==> src/rtl/psq_pkg.sv <==
package psq_pkg;

    localparam int COL_W  = 11;
    localparam int LAT_W  = 4;
    localparam int GAP_W  = 3;
    localparam logic [2:0] AL_MAX = 3'd5;
    localparam logic [2:0] CL_MIN = 3'd3;
    localparam logic [2:0] CL_MAX = 3'd6;
    localparam int RL_MAX = 11;

    typedef struct packed {
        logic [2:0] al;
        logic [2:0] cl;
        logic       bl8;
    } cfg_t;

    typedef struct packed {
        logic             vld;
        logic             wr;
        logic [COL_W-1:0] col;
    } slot_t;

    function automatic logic cfg_ok(input logic [2:0] al, input logic [2:0] cl,
                                    input logic [3:0] bl);
        return (al <= AL_MAX) && (cl >= CL_MIN) && (cl <= CL_MAX) &&
               ((bl == 4'd4) || (bl == 4'd8));
    endfunction

    function automatic logic [LAT_W-1:0] read_lat(input cfg_t c);
        return {1'b0, c.al} + {1'b0, c.cl};
    endfunction

    function automatic logic [GAP_W-1:0] min_gap(input logic bl8);
        return bl8 ? 3'd4 : 3'd2;
    endfunction

    function automatic logic [COL_W-1:0] col_at_beat(input logic [COL_W-1:0] base,
                                                     input logic [2:0] beat,
                                                     input logic bl8);
        logic [COL_W-1:0] r;
        r = base;
        if (bl8) r[2:0] = base[2:0] + beat;
        else     r[1:0] = base[1:0] + beat[1:0];
        return r;
    endfunction

endpackage

==> src/rtl/psq_cfg.sv <==
module psq_cfg
    import psq_pkg::*;
(
    input  logic       clk,
    input  logic       rst,
    input  logic       idle,
    input  logic [2:0] al_in,
    input  logic [2:0] cl_in,
    input  logic [3:0] bl_in,
    output cfg_t       cfg,
    output logic       bad
);
    logic legal;
    assign legal = cfg_ok(al_in, cl_in, bl_in);

    always_ff @(posedge clk) begin
        if (rst) begin
            cfg <= '{al: 3'd0, cl: 3'd3, bl8: 1'b0};
            bad <= 1'b0;
        end else if (idle) begin
            bad <= !legal;
            if (legal) cfg <= '{al: al_in, cl: cl_in, bl8: (bl_in == 4'd8)};
        end
    end
endmodule

==> src/rtl/psq_gate.sv <==
module psq_gate
    import psq_pkg::*;
(
    input  logic clk,
    input  logic rst,
    input  logic cmd_valid,
    input  logic cmd_wr,
    input  logic bl8,
    output logic accept,
    output logic drop
);
    localparam logic [GAP_W-1:0] SAT = '1;

    logic [GAP_W-1:0] since;
    logic             last_rd;
    logic             too_soon;

    always_comb begin
        too_soon = (since < min_gap(bl8)) ||
                   (!bl8 && last_rd && cmd_wr && (since < 3'd3));
        accept   = cmd_valid && !too_soon;
    end

    always_ff @(posedge clk) begin
        if (rst) begin
            since   <= SAT;
            last_rd <= 1'b0;
            drop    <= 1'b0;
        end else begin
            drop <= cmd_valid && too_soon;
            if (accept) begin
                since   <= 3'd1;
                last_rd <= !cmd_wr;
            end else if (since != SAT) begin
                since <= since + 3'd1;
            end
        end
    end
endmodule

==> src/rtl/psq_pipe.sv <==
module psq_pipe
    import psq_pkg::*;
#(
    parameter int DEPTH = RL_MAX
)(
    input  logic             clk,
    input  logic             rst,
    input  logic             push,
    input  logic [LAT_W-1:0] lat,
    input  logic             wr,
    input  logic [COL_W-1:0] col,
    output slot_t            head,
    output logic             busy
);
    slot_t            slot [DEPTH];
    slot_t            entry;
    logic [LAT_W-1:0] pos;

    assign entry = '{vld: 1'b1, wr: wr, col: col};
    assign pos   = lat - 4'd1;

    for (genvar i = 0; i < DEPTH; i++) begin : g_slot
        slot_t nxt;
        if (i == DEPTH - 1) begin : g_last
            assign nxt = '0;
        end else begin : g_mid
            assign nxt = slot[i+1];
        end
        always_ff @(posedge clk) begin
            if (rst)                             slot[i] <= '0;
            else if (push && pos == LAT_W'(i))   slot[i] <= entry;
            else                                 slot[i] <= nxt;
        end
    end

    always_comb begin
        busy = 1'b0;
        for (int i = 0; i < DEPTH; i++) busy = busy | slot[i].vld;
    end

    assign head = slot[0];
endmodule

==> src/rtl/psq_burst.sv <==
module psq_burst
    import psq_pkg::*;
(
    input  logic             clk,
    input  logic             rst,
    input  slot_t            head,
    input  logic             bl8,
    output logic             rd_win,
    output logic             wr_win,
    output logic             active,
    output logic [2:0]       beat,
    output logic [COL_W-1:0] col_out
);
    logic             is_wr;
    logic [COL_W-1:0] base;
    logic [1:0]       cnt;
    logic             last;

    assign last = (cnt == (bl8 ? 2'd3 : 2'd1));

    always_ff @(posedge clk) begin
        if (rst) begin
            active <= 1'b0;
            is_wr  <= 1'b0;
            base   <= '0;
            cnt    <= '0;
        end else if (head.vld) begin
            active <= 1'b1;
            is_wr  <= head.wr;
            base   <= head.col;
            cnt    <= '0;
        end else if (active) begin
            if (last) active <= 1'b0;
            else      cnt    <= cnt + 2'd1;
        end
    end

    assign rd_win  = active && !is_wr;
    assign wr_win  = active && is_wr;
    assign beat    = active ? {cnt, 1'b0} : 3'd0;
    assign col_out = active ? col_at_beat(base, {cnt, 1'b0}, bl8) : '0;
endmodule

==> src/rtl/posted_cas_seq.sv <==
module posted_cas_seq
    import psq_pkg::*;
#(
    parameter int DEPTH = RL_MAX
)(
    input  logic             clk,
    input  logic             rst,
    input  logic [2:0]       cfg_al,
    input  logic [2:0]       cfg_cl,
    input  logic [3:0]       cfg_bl,
    input  logic             cmd_valid,
    input  logic             cmd_wr,
    input  logic [COL_W-1:0] cmd_col,
    output logic             rd_capture,
    output logic             wr_drive,
    output logic [2:0]       beat_idx,
    output logic [COL_W-1:0] beat_col,
    output logic             cmd_drop,
    output logic             cfg_bad
);
    cfg_t             cur;
    logic             accept;
    logic             pipe_busy;
    logic             burst_act;
    logic             idle;
    logic [LAT_W-1:0] lat;
    slot_t            head;

    assign idle = !pipe_busy && !burst_act && !cmd_valid;
    assign lat  = cmd_wr ? read_lat(cur) - 4'd1 : read_lat(cur);

    psq_cfg u_cfg (
        .clk(clk), .rst(rst), .idle(idle),
        .al_in(cfg_al), .cl_in(cfg_cl), .bl_in(cfg_bl),
        .cfg(cur), .bad(cfg_bad)
    );

    psq_gate u_gate (
        .clk(clk), .rst(rst), .cmd_valid(cmd_valid), .cmd_wr(cmd_wr),
        .bl8(cur.bl8), .accept(accept), .drop(cmd_drop)
    );

    psq_pipe #(.DEPTH(DEPTH)) u_pipe (
        .clk(clk), .rst(rst), .push(accept), .lat(lat), .wr(cmd_wr),
        .col(cmd_col), .head(head), .busy(pipe_busy)
    );

    psq_burst u_burst (
        .clk(clk), .rst(rst), .head(head), .bl8(cur.bl8),
        .rd_win(rd_capture), .wr_win(wr_drive), .active(burst_act),
        .beat(beat_idx), .col_out(beat_col)
    );
endmodule

==> config.mk <==
export PLATFORM = sky130hd
export DESIGN_NAME = posted_cas_seq
export DESIGN_NICKNAME = d
export VERILOG_FILES = /design/src/rtl/psq_pkg.sv /design/src/rtl/psq_cfg.sv /design/src/rtl/psq_gate.sv /design/src/rtl/psq_pipe.sv /design/src/rtl/psq_burst.sv /design/src/rtl/posted_cas_seq.sv
export SDC_FILE = /design/constraint.sdc
export NUM_CORES = 1
export LEC_CHECK = 0
export ABC_AREA = 1
export BUFFER_PORTS_ARGS = -buffer_cell sky130_fd_sc_hd__buf_2
export CORE_MARGIN = 8
export CORE_UTILIZATION = 55
export DETAILED_ROUTE_END_ITERATION = 16
export PLACE_DENSITY_LB_ADDON = 0.1
export SYNTH_ARGS = -nofsm -noshare
export SYNTH_HDL_FRONTEND = slang
export SYNTH_SLANG_ARGS = --single-unit
==> constraint.sdc <==
create_clock -name clk -period 6.95 [get_ports clk]
set_input_delay 2.085 -clock clk [delete_from_list [all_inputs] [get_ports clk]]
set_output_delay 2.085 -clock clk [all_outputs]
set_load 0.02 [all_outputs]
==> out/results.tsv, run 1 <==
stage	metric	value	unit
cells_and_area	final_cell_mix	conb_1 (144), edfxtp_1 (143), nand2_1 (133)	
power_and_ir_drop	power_density	247	nW/um2
global_routing	grt_overflow	0	
sta	finalMaxSlewViolations	0	
cells_and_area	instances_no_fill	1165	
detailed_routing	drc_errors	0	
placement	place_ws	2440	ps
critical_path	r2r_end	u_pipe.slot[1][8]$_DFFE_PP_	
sta	timing.slew.headroom	37.6	%
detailed_routing	wl_per_cell	13.9	um
sta	setup_tns	0	ps
clock_network	cts_resized	0	
global_routing	grt_use_met1	24.4	%
placement	placed_cell_area	8660	um2
sta	rsz0062_at_grt	no	
logic_synthesis	netlist.top_cell.by_area	edfxtp_1	
logic_synthesis	netlist_area	7900	um2
global_routing	grt_use_met2	29.9	%
sta	fin_crit_sh	59.5	%
critical_path	arrival	4300	ps
detailed_routing	drtAntennaViolNets	0	
sta	fin_skew	6.40	ps
critical_path	cp-end-kind	register	
global_routing	met3_usage	3.33	%
clock_network	root_buffer	clkbuf_16	
clock_network	cts_inserted_buffers	17	
die	die_h	136	um
clock_network	cts_htree_levels	4	
power_and_ir_drop	vdd_drop_max	0.161	mV
clock_network	insertion_delay	420	ps
clock_network	cts_tree	done	
cells_and_area	stdcell_area	9150	um2
die	start_util	55.4	%
critical_path	timing.rr.start	u_cfg.cfg[4]$_SDFFE_PP0P_	
clock_network	clkTransAtPathRegs	60	ps
die	die_area	18500	um2
sta	min_period	4140	ps
detailed_routing	drt_wl_total	16200	um
critical_path	ff2ff_setup_slack	3530	ps
placement	routabilityCongestion	0.768	
cells_and_area	layout_commonest_cell	conb_1	
die	core_area	14300	um2
clock_network	clockBufferDepth	2	
critical_path	cp.required	7120	ps
cells_and_area	finalNetCount	1003	
logic_synthesis	synth_top_area_share	54.4	%
detailed_routing	first_iter_violations	676	
critical_path	endpoint	u_pipe.slot[1][8]$_DFFE_PP_	
worst_hold_path	hold_path.class	reg -> reg	
critical_path	critPathLaunch	cmd_wr	
power_and_ir_drop	p_leak	4.16	nW
placement	hpwl	11300	um
sta	finalWorstSetupSlack	2810	ps
logic_synthesis	synth.area.top_cells	edfxtp_1 (54%), nand3_1 (8.0%), dfxtp_1 (7.1%)	
power_and_ir_drop	power	2.26	mW
global_routing	antenna_found_initial	0	
placement	portBuffers	41	
placement	place_inst	1134	
critical_path	worstPathMaxFanout	24	
cells_and_area	area_growth	15.8	%
run	max-cap-violations	0	
logic_synthesis	avgSynthCellArea	9.67	um2
die	boundaryPins	43	
clock_network	post-cts-setup-buffer-count	0	
detailed_routing	vias_per_cell	5.12	
clock_network	hold_buffers	0	
global_routing	grt_max_degree	96	
detailed_routing	drt-pass1-iter-count	6	
critical_path	critical_path_class	in -> reg	
run_status	status	completed	
sta	hold_viol_final	0	
critical_path	reg2reg_depth	16	
logic_synthesis	yosys_warnings	0	
clock_network	cts_sinks	171	
global_routing	grt.busiest_layer	met2	
sta	setup_viol	0	
cells_and_area	antennaDiodeCount	0	
logic_synthesis	synth_cell_type_count	31	
global_routing	grt_use_total	18.5	%
detailed_routing	vias	5959	
critical_path	cp-start-kind	primary input	
logic_synthesis	syn_inst	817	
sta	tightest_slew	937	ps
global_routing	grt_pass1_wl	27000	um
cells_and_area	drive_gt1_share	8.36	%
die	row_count	44	
die	die_x	136	um
logic_synthesis	synth_seq_area_share	61.5	%
sta	max_freq	242	MHz
global_routing	grt_pass1_vias	5638	
logic_synthesis	yosys_register_bits	171	
==> critical path, stage by stage <==
cell and delay, ps:
buf_2 210, inv_1 200, nand2_1 120, nand2_2 90, nor2_1 110, nand3_1 110
inv_1 120, nand2_1 60, nand2_1 400, buf_4 350, nand2_2 220, nand3_1 140
nand2_1 70
==> stage by stage <==
stage	util, %	hold slack [ps]
floorplan	-	447
global placement	60.7	451
detailed placement	60.7	458
CTS	64.2	475
global route	64.2	491
finish	64.2	472
==> where the power goes <==
part,switching [mW],internal (mW)
Combinational,0.155,0.0678
Sequential,0.0313,1.19
Clock,0.366,0.446
==> final cells by class <==
cell class                      instances  area [um2]
Multi-Input combinational cell        656        3050
Clock inverter                         11        56.3
Inverter                               79         299
Clock buffer                           20         437
Fill cell                            1218        5110
Sequential cell                       171        4850
Timing Repair Buffer                   44         228
Tap cell                              184         230
==> flip-flops by register name (all words and copies together), names as in the netlist <==
signal	count
u_burst.base	11
u_burst.is_wr	1
u_gate.last_rd	1
u_burst.cnt	2
u_cfg.cfg	7
u_gate.since	3
u_gate.drop	1
u_pipe.slot	143
u_burst.active	1
u_cfg.bad	1
==> cell usage after synthesis (all sizes together) <==
| library cell | number |
|---|---|
| buf | 29 |
| nor3 | 5 |
| ha | 8 |
| nand3 | 128 |
| edfxtp | 143 |
| clkbuf | 24 |
| o21ai | 90 |
| o211ai | 2 |
| xnor2 | 2 |
| inv | 79 |
| a21oi | 21 |
| fa | 1 |
| dfxtp | 28 |
| nand4 | 39 |
| nor2 | 76 |
| a21boi | 1 |
| conb | 2 |
| xor2 | 1 |
| nand2 | 138 |
==> worst min path at each step <==
stage / startpoint / to / slack [ps] / cells after the start
2_1_floorplan: u_pipe.slot[0][0]$_DFFE_PP_ / u_burst.base[0]$_SDFFE_PP0P_ / 450 / 2
3_3_place_gp: u_pipe.slot[0][9]$_DFFE_PP_ / u_burst.base[9]$_SDFFE_PP0P_ / 450 / 2
3_5_place_dp: u_pipe.slot[0][9]$_DFFE_PP_ / u_burst.base[9]$_SDFFE_PP0P_ / 460 / 2
4_1_cts: u_pipe.slot[0][9]$_DFFE_PP_ / u_burst.base[9]$_SDFFE_PP0P_ / 480 / 2
5_1_grt: u_pipe.slot[0][9]$_DFFE_PP_ / u_burst.base[9]$_SDFFE_PP0P_ / 490 / 2
6_report: u_pipe.slot[0][9]$_DFFE_PP_ / u_burst.base[9]$_SDFFE_PP0P_ / 470 / 2
==> layer usage <==
metal | up-vias | part of all wire (%)
met5 | - | 0
met4 | 0 | 1.4
met3 | 21 | 6.4
met2 | 149 | 48
met1 | 2810 | 44
li1 | 2979 | -
==> cells by family after synthesis <==
family,after synthesis,share of synthesized area [%]
and+or+nand+nor,386,22.5
AOI/OAI and AO/OA,114,7.32
adders and majority gates,9,1.52
buffers and inverters,132,6.73
xor gates and xnor gates,3,0.333
DFF,171,61.5
other,2,0.0951
(Power assumes the default switching activity.)
==> run 2, diff against run 1 <==
Clock period 6.95 ns to 4 ns, I/O delays scaled along.
==> run 2 against run 1 <==
  * Combinational power is 75% higher
  * Global-route usage is 0.23 points higher
  * Clock power is 110% higher
  * Count of clock-buffer cells in the layout is 3 higher
  * Critical path type is now reg -> reg
  * Largest cell class unchanged
==> out/results.tsv, run 2 (synthesis results as in run 1) <==
stage	metric	value	unit
detailed_routing	drt-pass1-iter-count	4	
cells_and_area	area_growth	18.0	%
die	start_util	55.4	%
die	core_area	14300	um2
sta	max_freq	323	MHz
sta	setup_viol	0	
detailed_routing	first_iter_violations	492	
die	row_count	44	
detailed_routing	vias	5856	
clock_network	hold_buffers	0	
clock_network	cts_tree	done	
cells_and_area	finalNetCount	1008	
detailed_routing	wl_per_cell	13.6	um
clock_network	clkTransAtPathRegs	60	ps
global_routing	grt_max_degree	102	
sta	finalMaxSlewViolations	0	
die	boundaryPins	43	
clock_network	root_buffer	clkbuf_16	
critical_path	critical_path_class	reg -> reg	
run_status	status	completed	
critical_path	ff2ff_setup_slack	910	ps
worst_hold_path	holdPathEnd	u_burst.base[0]$_SDFFE_PP0P_	
cells_and_area	largest_register_ffs	143	
power_and_ir_drop	vdd_drop_max	0.289	mV
global_routing	grt_overflow	0	
worst_hold_path	whs_path_depth	2	
sta	fin_skew	9.06	ps
detailed_routing	drt_wl_total	16000	um
detailed_routing	drc_errors	0	
clock_network	cts_resized	0	
cells_and_area	drive_gt1_share	9.63	%
sta	setup_tns	0	ps
power_and_ir_drop	p_leak	4.25	nW
sta	tightest_slew	634	ps
global_routing	grt_use_total	18.7	%
placement	portBuffers	41	
critical_path	arrival	3340	ps
cells_and_area	antennaDiodeCount	0	
critical_path	reg2reg_depth	14	
sta	fin_crit_sh	77.3	%
critical_path	cp-end-kind	register	
global_routing	antenna_found_initial	0	
die	die_area	18500	um2
sta	timing.slew.headroom	57.6	%
power_and_ir_drop	power_density	448	nW/um2
clock_network	cts_inserted_buffers	17	
cells_and_area	layout_commonest_cell	conb_1	
clock_network	insertion_delay	430	ps
sta	rsz0062_at_grt	no	
die	die_x	136	um
cells_and_area	final_util	65.4	%
placement	hpwl	11000	um
sta	hold_viol_final	0	
sta	min_period	3090	ps
worst_hold_path	worstHoldStart	u_pipe.slot[0][0]$_DFFE_PP_	
cells_and_area	nFillCells	1236	
critical_path	r2r_end	u_pipe.slot[2][20]$_DFFE_PP_	
cells_and_area	regMostFlops	u_pipe.slot	
cells_and_area	top_regs	u_pipe.slot: 143 flops, u_burst.base: 11 flops, u_cfg.cfg: 7 flops	
detailed_routing	vias_per_cell	5.00	
die	die_h	136	um
detailed_routing	drtAntennaViolNets	0	
critical_path	timing.rr.start	u_cfg.cfg[1]$_SDFFE_PP1P_	
clock_network	cts_htree_levels	4	
global_routing	grt_pass1_vias	5643	
run	max-cap-violations	0	
clock_network	post-cts-setup-buffer-count	0	
clock_network	clockBufferDepth	2	
critical_path	cp.required	4250	ps
cells_and_area	final_cell_mix	conb_1 (144), edfxtp_1 (143), nand2_1 (133)	
placement	routabilityCongestion	0.862	
critical_path	cp-start-kind	register	
worst_hold_path	hold_path.class	reg -> reg	
critical_path	worstPathMaxFanout	12	
clock_network	cts_sinks	171	
global_routing	grt_pass1_wl	27000	um
[run 2: critical path, stage by stage, from the launching register on]
cell and delay, ps:
dfxtp_1 340, ha_1 200, inv_1 60, fa_1 490, ha_1 300, inv_1 40, nand2_1 60, nand2_2 90
inv_2 110, nand2_1 80, nand2_1 100, nand2_2 80, nor2_2 170, nand3_1 430, o21ai_0 360
[run 2: where the power goes]
part	internal, mW	switching (mW)
sequential	2.07	0.0538
clock	0.994	0.672
combinational	0.122	0.267
[run 2: through the flow]
step | instances | power (mW) | hold slack (ps) | setup slack [ps] | area (um2)
final | 1171 | 4.18 | 471 | 907 | 9320
after global routing | 1171 | 4.35 | 486 | 581 | 9320
after floorplan | 959 | 2.44 | 447 | 1350 | 8430
after CTS | 1171 | 4.20 | 476 | 844 | 9320
after detailed placement | 1139 | 2.55 | 459 | 616 | 8710
after global placement | 1139 | 2.53 | 450 | 658 | 8710
[run 2: worst max-delay path by stage]
stage | from | cells after the start | slack (ps) | end
after floorplan | cmd_wr | 13 | 1350 | u_pipe.slot[1][3]$_DFFE_PP_
after global placement | cmd_wr | 11 | 660 | u_pipe.slot[2][20]$_DFFE_PP_
after detailed placement | cmd_wr | 11 | 620 | u_pipe.slot[2][20]$_DFFE_PP_
after CTS | u_cfg.cfg[1]$_SDFFE_PP1P_ | 14 | 840 | u_pipe.slot[2][20]$_DFFE_PP_
after global routing | u_cfg.cfg[1]$_SDFFE_PP1P_ | 14 | 580 | u_pipe.slot[2][20]$_DFFE_PP_
final | u_cfg.cfg[1]$_SDFFE_PP1P_ | 14 | 910 | u_pipe.slot[2][20]$_DFFE_PP_
[run 2: final cells by class]
type	count	area, um2	area share (%)
Inverter	79	299	3.21
Sequential cell	171	4850	52.1
Clock inverter	9	81.3	0.873
Clock buffer	23	531	5.69
Timing Repair Buffer	49	278	2.98
Multi-Input combinational cell	656	3050	32.7
Tap cell	184	230	2.47
[run 2: per-layer routing]
layer,vias to the layer above,global-route usage (%),routed length (um)
met5,-,0,0
met4,0,6.35,159
met3,11,4.84,837
met2,119,30.9,7820
met1,2736,23.4,7150
li1,2990,-,-
